`src/rtl/spi_cfg_regs.sv`:
```
module spi_cfg_regs #(
  parameter int NREG = 16,
  parameter logic [6:0] MTX_ADDR = 7'h7F,
  parameter logic [NREG*8-1:0] DEFAULTS = 128'h00_1F_20_10_64_32_0A_80_80_40_7F_01_C8_55_AA_80
) (
  input  logic              clk,
  input  logic              rst_n,
  input  logic              sclk,
  input  logic              cs_n,
  input  logic              mosi,
  output logic              miso,
  output logic [NREG*8-1:0] cfg_o,
  output logic              mtx_valid,
  output logic [7:0]        mtx_byte,
  input  logic              pp_pulse,
  output logic              pp_bias_sw
);
  localparam int CW = 5;
  localparam logic [CW-1:0] NBITS = CW'(16);

  logic [2:0] sclk_q;
  logic [1:0] cs_q, mosi_q;
  logic [CW-1:0] cnt;
  logic [15:0] in_sr;
  logic [7:0] out_sr;

  wire rise    = sclk_q[1] & ~sclk_q[2];
  wire fall    = ~sclk_q[1] & sclk_q[2];
  wire cs_idle = cs_q[1];
  wire [15:0] word = {in_sr[14:0], mosi_q[1]};
  wire commit  = rise && !cs_idle && cnt == NBITS - 1'b1;
  wire wr_flag = word[15];
  wire [6:0] idx = word[14:8];

  function automatic logic [7:0] peek(input logic [6:0] a, input logic [NREG*8-1:0] r);
    peek = 8'h00;
    for (int i = 0; i < NREG; i++)
      if (a == 7'(i)) peek = r[i*8 +: 8];
  endfunction

  always_ff @(posedge clk) begin
    if (!rst_n) begin
      sclk_q    <= '0;
      cs_q      <= 2'b11;
      mosi_q    <= '0;
      cnt       <= '0;
      in_sr     <= '0;
      out_sr    <= '0;
      cfg_o     <= DEFAULTS;
      mtx_valid <= 1'b0;
      mtx_byte  <= '0;
    end else begin
      sclk_q    <= {sclk_q[1:0], sclk};
      cs_q      <= {cs_q[0], cs_n};
      mosi_q    <= {mosi_q[0], mosi};
      mtx_valid <= 1'b0;
      if (cs_idle) begin
        cnt    <= '0;
        out_sr <= '0;
      end else begin
        if (rise && cnt != NBITS) begin
          in_sr <= word;
          cnt   <= cnt + 1'b1;
        end
        if (fall && cnt == CW'(8))
          out_sr <= peek(in_sr[6:0], cfg_o);
        else if (fall && cnt > CW'(8))
          out_sr <= {out_sr[6:0], 1'b0};
        if (commit && wr_flag) begin
          if (idx == MTX_ADDR) begin
            mtx_valid <= 1'b1;
            mtx_byte  <= word[7:0];
          end else begin
            for (int i = 0; i < NREG; i++)
              if (idx == 7'(i)) cfg_o[i*8 +: 8] <= word[7:0];
          end
        end
      end
    end
  end

  assign miso       = out_sr[7];
  assign pp_bias_sw = pp_pulse & ~cfg_o[(NREG-1)*8];

  AST_ADDR_PHASE_QUIET: assert property (@(posedge clk) disable iff (!rst_n)
    cnt < CW'(8) |-> !miso);
  AST_IDLE_HOLDS_BANK: assert property (@(posedge clk) disable iff (!rst_n)
    $past(cs_idle) |-> $stable(cfg_o));
  AST_STROBE_SINGLE: assert property (@(posedge clk) disable iff (!rst_n)
    mtx_valid |=> !mtx_valid);
  AST_STROBE_NO_REG_WRITE: assert property (@(posedge clk) disable iff (!rst_n)
    mtx_valid |-> $stable(cfg_o));
endmodule

```
`config.mk`:
```
export PLATFORM = sky130hd
export DESIGN_NAME = spi_cfg_regs
export DESIGN_NICKNAME = d
export VERILOG_FILES = /design/src/rtl/spi_cfg_regs.sv
export SDC_FILE = /design/constraint.sdc
export NUM_CORES = 1
export LEC_CHECK = 0
export BUFFER_PORTS_ARGS = -buffer_cell sky130_fd_sc_hd__buf_2
export CORE_ASPECT_RATIO = 0.9
export CORE_UTILIZATION = 40
export DETAILED_ROUTE_END_ITERATION = 7
export SLEW_MARGIN = 20
export SYNTH_ARGS = -nofsm -noshare
export SYNTH_HDL_FRONTEND = slang
export SYNTH_SLANG_ARGS = --single-unit
export TNS_END_PERCENT = 50
```
`constraint.sdc`:
```
create_clock -name clk -period 2.95 [get_ports clk]
set_clock_uncertainty 0.15 [all_clocks]
set_input_delay 0 -clock clk [delete_from_list [all_inputs] [get_ports clk]]
set_output_delay 0 -clock clk [all_outputs]
set_load 0.05 [all_outputs]
```
* Word-level counts from Yosys, hierarchy flattened
Index checks and enable logic that the tools add are counted.
Cells by class: shift operators 0, add/sub/neg operators 1, equal/unequal tests 34, muxes and demuxes 19, bitwise gates (word level) 10, $lt $le $gt $ge 1, div/mod/pow operators 0, reduce and logical (&&, ||, !) cells 30, multipliers 0
Operators with widths (count):
- 2-to-1 mux 8 bit | 18
- == test 7 x 4 -> 1 bit (second input constant) | 16
- AND reduction 4 bit | 16
- == test 7 x 3 -> 1 bit (second input constant) | 8
- == test 7 x 2 -> 1 bit (second input constant) | 4
- == test 7 x 1 -> 1 bit (second input constant) | 2
- zero test 7 bit | 2
- == test 5 x 4 -> 1 bit (second input constant) | 2
- == test 7 bit (second input constant) | 1
- NOT 1 bit | 7
- logical AND 1 bit | 6
- adder 5 x 1 -> 5 bit (second input constant) | 1
- > comparator 5 x 4 -> 1 bit (second input constant) | 1
- inequality test 5 bit (second input constant) | 1
- AND 1 bit | 3
- AND reduction 3 bit | 1
- OR reduction 3 bit | 1
- AND reduction 2 bit | 1
- nonzero test 2 bit | 1
- OR reduction 2 bit | 1
- zero test 1 bit | 1
- 2-to-1 mux 1 bit | 1
Storage, ports and cells: output and inout bits 139, RAM bits 0, memories kept 0, logic and storage cells 119, memory bits (read-only) 0, input bits 6, latch bits 0, register bits 172

* Depth between registers and ports, before layout
Gate-level depths: netlist (run 1).
depth in word-level cells 18, gate-level depth with buffers 10, depth with buffers taken out 8

* Worst setup path before layout (run 1)
OpenSTA, ideal clock, no wires.
path kind reg2reg, start point register cnt[0], end point register cfg_o[75], required time 2.671 ns, path buffers 2, arrival time 1.962 ns, clock period less this slack 2.241 ns, cell stages (with the launch flop) 11, setup time 0.129 ns, path slack 0.709 ns, cells stage by stage dfxtp_1 -> ha_1 -> and3_1 -> ha_1 -> nand4b_2 -> nor4_4 -> buf_4 -> nand3b_1 -> buf_2 -> mux2i_1 -> nand2_1
On the way: longest elaborated chain between the ends 4
RTL lines:
- start: declaration | RTL line 23 | logic [CW-1:0] cnt;
- start signal: assignment | RTL line 63 | cnt <= cnt + 1'b1;
- == test 5 x 4 -> 1 bit | RTL line 31 | wire commit = rise && !cs_idle && cnt == NBITS - 1'b1;
- logical AND 1 bit | RTL line 31
- logical AND 1 bit | RTL line 69 | if (commit && wr_flag) begin
- AND reduction 4 bit (no source line)
- end signal: indexed assignment | RTL line 75 | if (idx == 7'(i)) cfg_o[i*8 +: 8] <= word[7:0];
- end: declaration | RTL line 12 | output logic [NREG*8-1:0] cfg_o,
No other way between the ends. A chain may end at the register's enable or synchronous reset.

* Final worst setup path (run 1)
Same ends and word-level chain as after synthesis.

==> qor.yml, run 1 <==
layout-drive-gt1-share_pct: 23.3
synth.net_count: 963
via_per_inst: 5.66
ys.flop_type: "dfxtp_1"
grtUsageTotal_pct: 26.2
drcViolationCount: 0
clockBufferDepth: 2
avgSynthCellArea_um2: 8.65
die_y_um: 138
area_growth_pct: 19.3
n_antenna_cell: 0
fin_crit_sh_pct: 86.6
dieArea_um2: 21200
fmax_mhz: 391
required_ns: 3.10
syn_area_um2: 8260
clock-root-buffer: "clkbuf_16"
grt_max_degree: 66
ir_drop_uv: 313
gp_congestion: 0.943
core-area_um2: 20100
hold_viol_final: 0
holdCritStartpoint: "mosi"
r2r_setup_slack_ns: 0.39
start_kind: "register"
nNetsFinal: 1087
comb_power_share_pct: 1.7
grt_pass1_vias: 6998
synthArstFlopShare_pct: 0
tightest_slew_ns: 1.06
postRouteAntennaNets: 0
post_cts_buffers: 0
seqPwrFrac_pct: 50.5
cts_resized: 0
cp-end-kind: "register"
p_total_w: 0.00462
r2r-end: "cfg_o[75]$_SDFFE_PN1P_"
min_path_cells: 3
first_pass_iters: 5
fin_setup_tns_ns: 0
start_util_pct: 41.1
clk_latency_ns: 0.44
grt_pass1_wl_um: 42800
slew_headroom_pct: 29.0
clk_pin_slew_worst_paths_ns: 0.07
htreeDepth: 4
max_cap_viol_count: 0
status: "finished, final reports clean"
pwr_density_cell_nw_per_um2: 469
slew_violations: 0
setup_viol: 0
cts_inserted_buffers: 17
antenna_found_initial: 0
seq_area_frac_synth_pct: 41.7
holdBufCountCts: 4
holdPathEnd: "mosi_q[0]$_SDFF_PN0_"
rsz0062_at_grt: "no"
fp.dieW_um: 153
synth_edf_count: 0
switching_share_pct: 22.6
worstPathMaxFanout: 9
internal_power_w: 0.00357
cts_tree: "yes"
grt_overflow: 0
dp_hpwl_um: 19200
synth_cells: 954
period_needed_ns: 2.56
synth_seq_cells: 172
clock_power_share_pct: 47.8
wl_per_cell_um: 20.4
timing.rr.start: "cnt[0]$_SDFFE_PP0P_"
numPortBuffers: 144
regArea_um2: 3450
row_count: 49
holdCritPathClass: "input pin to register"
first_iter_violations: 748
via_count: 7617
power.switching_w: 0.00104
leakagePower_nw: 4.07
multi_input_area_um2: 4390
nFillCells: 1954
clock-sinks: 172
r2r_cells: 8
synth_cell_type_count: 73
crit_type: "register to register"
io-pin-count: 145
worstPathArrival_ns: 2.70
synth_warnings: 0
drt_wl_total_um: 27500
-- registers in the layout (all words and copies together) (netlist names) --
name / cells
mosi_q: 2
cs_q: 2
in_sr: 15
cfg_o: 128
sclk_q: 3
mtx_valid: 1
mtx_byte: 8
cnt: 5
out_sr: 8
-- cells in the mapped netlist, types with 5 or more instances --
| library cell | instances | area share, % |
|---|---|---|
| a21oi_1 | 21 | 1.3 |
| dfxtp_1 | 172 | 42 |
| clkbuf_1 | 40 | 1.8 |
| inv_1 | 13 | 0.59 |
| nand3b_1 | 5 | 0.45 |
| a21boi_0 | 56 | 5.1 |
| nand2b_1 | 10 | 0.76 |
| nor2_1 | 37 | 1.7 |
| o211ai_1 | 10 | 0.91 |
| and2_1 | 7 | 0.53 |
| nand2_1 | 127 | 5.8 |
| mux2i_1 | 75 | 9.1 |
| nor3_1 | 6 | 0.36 |
| o22ai_1 | 6 | 0.45 |
| buf_2 | 35 | 2.1 |
| nor2b_1 | 65 | 4.9 |
| a31oi_1 | 6 | 0.45 |
| mux4_2 | 5 | 1.4 |
| a221oi_1 | 6 | 0.64 |
| nand3_1 | 118 | 7.2 |
| o21ai_0 | 32 | 1.9 |
-- per-layer routing --
metal / up-vias / share of wire [%] / GRT usage, %
li1: 3600 / - / -
met1: 3703 / 48 / 38.6
met2: 297 / 45 / 39.2
met3: 17 / 6.1 / 4.64
met4: 0 / 1.1 / 6.53
met5: - / 0 / 0
-- cells by family after synthesis --
kind of cell	Yosys count	share of synthesized area, %
compound gates	185	15.7
xor+xnor	3	0.318
fa+ha+maj	3	0.455
buf+inv	96	5.17
flops	172	41.7
mux	84	11.0
simple gates	411	25.6
-- cell type report --
type | count | share of cell area [%]
clock buffers | 20 | 4.64
repair buffers | 188 | 10.9
inverters | 13 | 0.495
flip-flops and latches | 172 | 35.0
multi-input cells | 686 | 44.6
clock inverters | 12 | 1.09
well taps | 255 | 3.24
-- power by group through the flow --
| stage | Clock (W) | Combinational (W) | Sequential [W] |
|---|---|---|---|
| finish | 0.00221 | 0.0000772 | 0.00233 |
| global route | 0.00233 | 0.0000817 | 0.00233 |
| CTS | 0.00224 | 0.0000763 | 0.00233 |
| detailed placement | 0 | 0.0000721 | 0.00238 |
| global placement | 0 | 0.0000726 | 0.00238 |
| floorplan | 0 | 0.0000577 | 0.00238 |
-- layout by cell type, fill, tap and decap left out, drive strengths merged, types with 5 or more instances in the layout --
master / count
o22ai: 6
dfxtp: 172
a31oi: 6
a21oi: 21
buf: 184
o211ai: 10
a21boi: 59
inv: 18
clkbuf: 20
nand2b: 10
mux2i: 75
a221oi: 7
mux4: 5
nand2: 130
and2: 7
clkinv: 5
nand3b: 5
nand3: 118
o21ai: 32
nor2: 40
nor2b: 65
nor3: 10
-- metrics by stage --
| stage | setup WS (ns) | cell area [um2] | utilization (%) | hold slack (ns) | instances |
|---|---|---|---|---|---|
| detailed placement | 0.408 | 9250 | 46.0 | 0.0384 | 1310 |
| global placement | 0.459 | 9250 | 46.0 | 0.0393 | 1310 |
| CTS | 0.383 | 9850 | 49.0 | 0.122 | 1346 |
| global route | 0.236 | 9850 | 49.0 | 0.152 | 1346 |
| finish | 0.394 | 9850 | 49.0 | 0.146 | 1346 |
| floorplan | 0.709 | 8260 | - | -0.0485 | 954 |
-- worst max-delay path by stage --
stage	startpoint	end	slack (ns)
after detailed placement	cnt[0]$_SDFFE_PP0P_	mtx_byte[4]$_SDFFE_PN0P_	0.41
after CTS	cnt[0]$_SDFFE_PP0P_	cfg_o[75]$_SDFFE_PN1P_	0.38
after global placement	cnt[0]$_SDFFE_PP0P_	cfg_o[75]$_SDFFE_PN1P_	0.46
after global routing	cnt[0]$_SDFFE_PP0P_	cfg_o[122]$_SDFFE_PN0P_	0.24
final	cnt[0]$_SDFFE_PP0P_	cfg_o[75]$_SDFFE_PN1P_	0.39
after floorplan	cnt[0]$_SDFFE_PP0P_	cfg_o[75]$_SDFFE_PN1P_	0.71
-- critical path: stages, from the launching register on --
cell	delay, ns
dfxtp_1	0.39
ha_1	0.18
and3_1	0.16
ha_1	0.16
nand4b_2	0.25
nor4_4	0.34
nand3b_1	0.43
mux2i_1	0.27
nand2_1	0.06
(Power assumes the default switching activity.)
==> inputs of run 2 (changes only) <==
Settings changed: CAP_MARGIN set to 20, CORE_UTILIZATION 40 to 30.
==> run 2 against run 1 <==
Effect of this change: sequential share of layout area fell by 0.74 points; non-clock buffer count did not move; global-route usage fell by 5.4 points; core utilization fell by 12 points; sequential power barely moved; worst setup slack got worse by 0.024 ns; flip-flop and latch count did not move; largest power group is now the clock network; cell area rose by 2.2%; via count rose by 0.76%.
==> qor.yml, run 2 (synthesized netlist as in run 1, its figures left out) <==
status: "finished, final reports clean"  # unchanged
n_antenna_cell: 0  # unchanged
required_ns: 3.17  # was 3.10 ns
worstPathCellList: "ha_1 -> and3_1 -> ha_1 -> nand4b_2 -> or4_1 -> nor2_1 -> a21oi_1 -> nor2b_1"  # was ha_1 -> and3_1 -> ha_1 -> nand4b_2 -> nor4_4 -> nand3b_1 -> mux2i_1 -> nand2_1
layoutNonFillerInstCount: 1445  # was 1346
grt_max_degree: 64  # was 66
wl_per_cell_um: 20.2  # was 20.4 um
setup_viol: 0  # unchanged
r2r_cells: 8  # unchanged
final_common_cell: "dfxtp_1"  # unchanged
max_cap_viol_count: 0  # unchanged
fp.dieW_um: 177  # was 153 um
clock-sinks: 172  # unchanged
dp_hpwl_um: 20600  # was 19200 um
pwr_density_cell_nw_per_um2: 482  # was 469 nW/um2
start_kind: "register"  # unchanged
cts_resized: 0  # unchanged
fmax_mhz: 388  # was 391 MHz
final_area_um2: 10100  # was 9850 um2
holdCritPathClass: "input pin to register"  # unchanged
cts_tree: "yes"  # unchanged
die_y_um: 159  # was 138 um
placedCellCount: 1409  # was 1310
drt_wl_total_um: 29200  # was 27500 um
nNetsFinal: 1087  # unchanged
nFillCells: 2765  # was 1954
via_count: 7675  # was 7617
ir_drop_uv: 400  # was 313 uV
reg_top3: "cfg_o x128, in_sr x15"  # unchanged
holdBufCountCts: 4  # unchanged
worstPathArrival_ns: 2.80  # was 2.70 ns
grt_pass1_vias: 7094  # was 6998
hold_slack_ns: 0.137  # was 0.146 ns
top_register: "cfg_o"  # unchanged
htreeDepth: 4  # unchanged
numPortBuffers: 144  # unchanged
start_util_pct: 30.5  # was 41.1%
slew_violations: 0  # unchanged
drcViolationCount: 0  # unchanged
leakagePower_nw: 4.10  # was 4.07 nW
fin_setup_tns_ns: 0  # unchanged
r2r-end: "mtx_byte[1]$_SDFFE_PN0P_"  # was cfg_o[75]$_SDFFE_PN1P_
rsz0062_at_grt: "no"  # unchanged
cts_inserted_buffers: 17  # unchanged
path_buf_inv: 0  # unchanged
clockBufferDepth: 2  # unchanged
via_per_inst: 5.31  # was 5.66
cp-end-kind: "register"  # unchanged
postRouteAntennaNets: 0  # unchanged
row_count: 57  # was 49
holdPathEnd: "cs_q[0]$_SDFF_PN1_"  # was mosi_q[0]$_SDFF_PN0_
dieArea_um2: 28200  # was 21200 um2
cp_top_family: "simple AND/OR/NAND/NOR gates"  # unchanged
grt_overflow: 0  # unchanged
clk_pin_slew_worst_paths_ns: 0.06  # was 0.07 ns
first_pass_iters: 5  # unchanged
place_area_um2: 9380  # was 9250 um2
first_iter_violations: 851  # was 748
hold_viol_final: 0  # unchanged
slew_headroom_pct: 55.0  # was 29.0%
largest_reg_flops: 128  # unchanged
grt_pass1_wl_um: 44300  # was 42800 um
clk_latency_ns: 0.44  # about the same
crit_path_max_incr_delay_ns: 0.82  # was 0.43 ns
timing.rr.start: "cnt[0]$_SDFFE_PP0P_"  # unchanged
core-area_um2: 27000  # was 20100 um2
io-pin-count: 145  # unchanged
min_path_cells: 3  # unchanged
holdCritStartpoint: "cs_n"  # was mosi
final_cell_mix: "169 x dfxtp_1, 143 x buf_2, 127 x nand2_1"  # unchanged
r2r_setup_slack_ns: 0.37  # was 0.39 ns
gp_congestion: 0.921  # was 0.943
layout-drive-gt1-share_pct: 23.2  # was 23.3%
worstPathMaxFanout: 10  # was 9
crit_type: "register to register"  # unchanged
critPathSlowestCell: "or4_1"  # was nand3b_1
clock-root-buffer: "clkbuf_16"  # unchanged
cpMostUsedCell: "ha_1"  # unchanged
period_needed_ns: 2.58  # was 2.56 ns
grtUsageTotal_pct: 20.8  # was 26.2%
post_cts_buffers: 0  # unchanged
fin_crit_sh_pct: 87.5  # was 86.6%
tightest_slew_ns: 0.667  # was 1.06 ns
antenna_found_initial: 0  # unchanged
area_growth_pct: 21.9  # was 19.3%
run 2: worst max-delay path by stage:
stage | startpoint | end | slack, ns | depth (start not counted)
floorplan | cnt[0]$_SDFFE_PP0P_ | cfg_o[75]$_SDFFE_PN1P_ | 0.71 | 10
global placement | cnt[0]$_SDFFE_PP0P_ | cfg_o[85]$_SDFFE_PN1P_ | 0.45 | 8
detailed placement | cnt[0]$_SDFFE_PP0P_ | cfg_o[126]$_SDFFE_PN0P_ | 0.37 | 9
CTS | cnt[0]$_SDFFE_PP0P_ | mtx_byte[1]$_SDFFE_PN0P_ | 0.35 | 8
global route | cnt[0]$_SDFFE_PP0P_ | cfg_o[125]$_SDFFE_PN0P_ | 0.14 | 9
finish | cnt[0]$_SDFFE_PP0P_ | mtx_byte[1]$_SDFFE_PN0P_ | 0.37 | 8
run 2: layout make-up:
type,instances,area [um2],share of cell area (%)
Multi-Input combinational cell,686,4390,43.6
Sequential cell,172,3450,34.3
Timing Repair Buffer,188,1090,10.8
Clock buffer,24,513,5.10
Tap cell,354,443,4.40
Clock inverter,8,129,1.28
Inverter,13,48.8,0.485
run 2: power breakdown:
group,internal (W),switching [W]
clock,0.00148,0.000967
sequential,0.00232,0.00000247
combinational,0.0000357,0.0000473
run 2: per-stage QoR:
| step | setup WS, ns | util (%) | power (W) |
|---|---|---|---|
| 5_1_grt | 0.137 | 37.2 | 0.00498 |
| 3_3_place_gp | 0.454 | 34.7 | 0.00246 |
| 3_5_place_dp | 0.367 | 34.7 | 0.00246 |
| 4_1_cts | 0.353 | 37.2 | 0.00487 |
| 6_report | 0.370 | 37.2 | 0.00486 |
| 2_1_floorplan | 0.709 | - | 0.00244 |
run 2: worst register-to-register path, cell delays in order, from the launching register on:
cell and delay [ns]:
dfxtp_1 0.38, ha_1 0.19, and3_1 0.16, ha_1 0.16, nand4b_2 0.25, or4_1 0.82
nor2_1 0.20, a21oi_1 0.06, nor2b_1 0.14
run 2: routing by layer:
| layer | part of all wire (%) | vias to the layer above | track usage, % | wire [um] |
|---|---|---|---|---|
| met5 | 0 | - | 0 | 0 |
| met4 | 2.3 | 0 | 6.94 | 673 |
| met3 | 7.9 | 43 | 5.25 | 2310 |
| met2 | 43 | 318 | 30.1 | 12600 |
| met1 | 46 | 3718 | 29.6 | 13600 |
| li1 | - | 3596 | - | - |
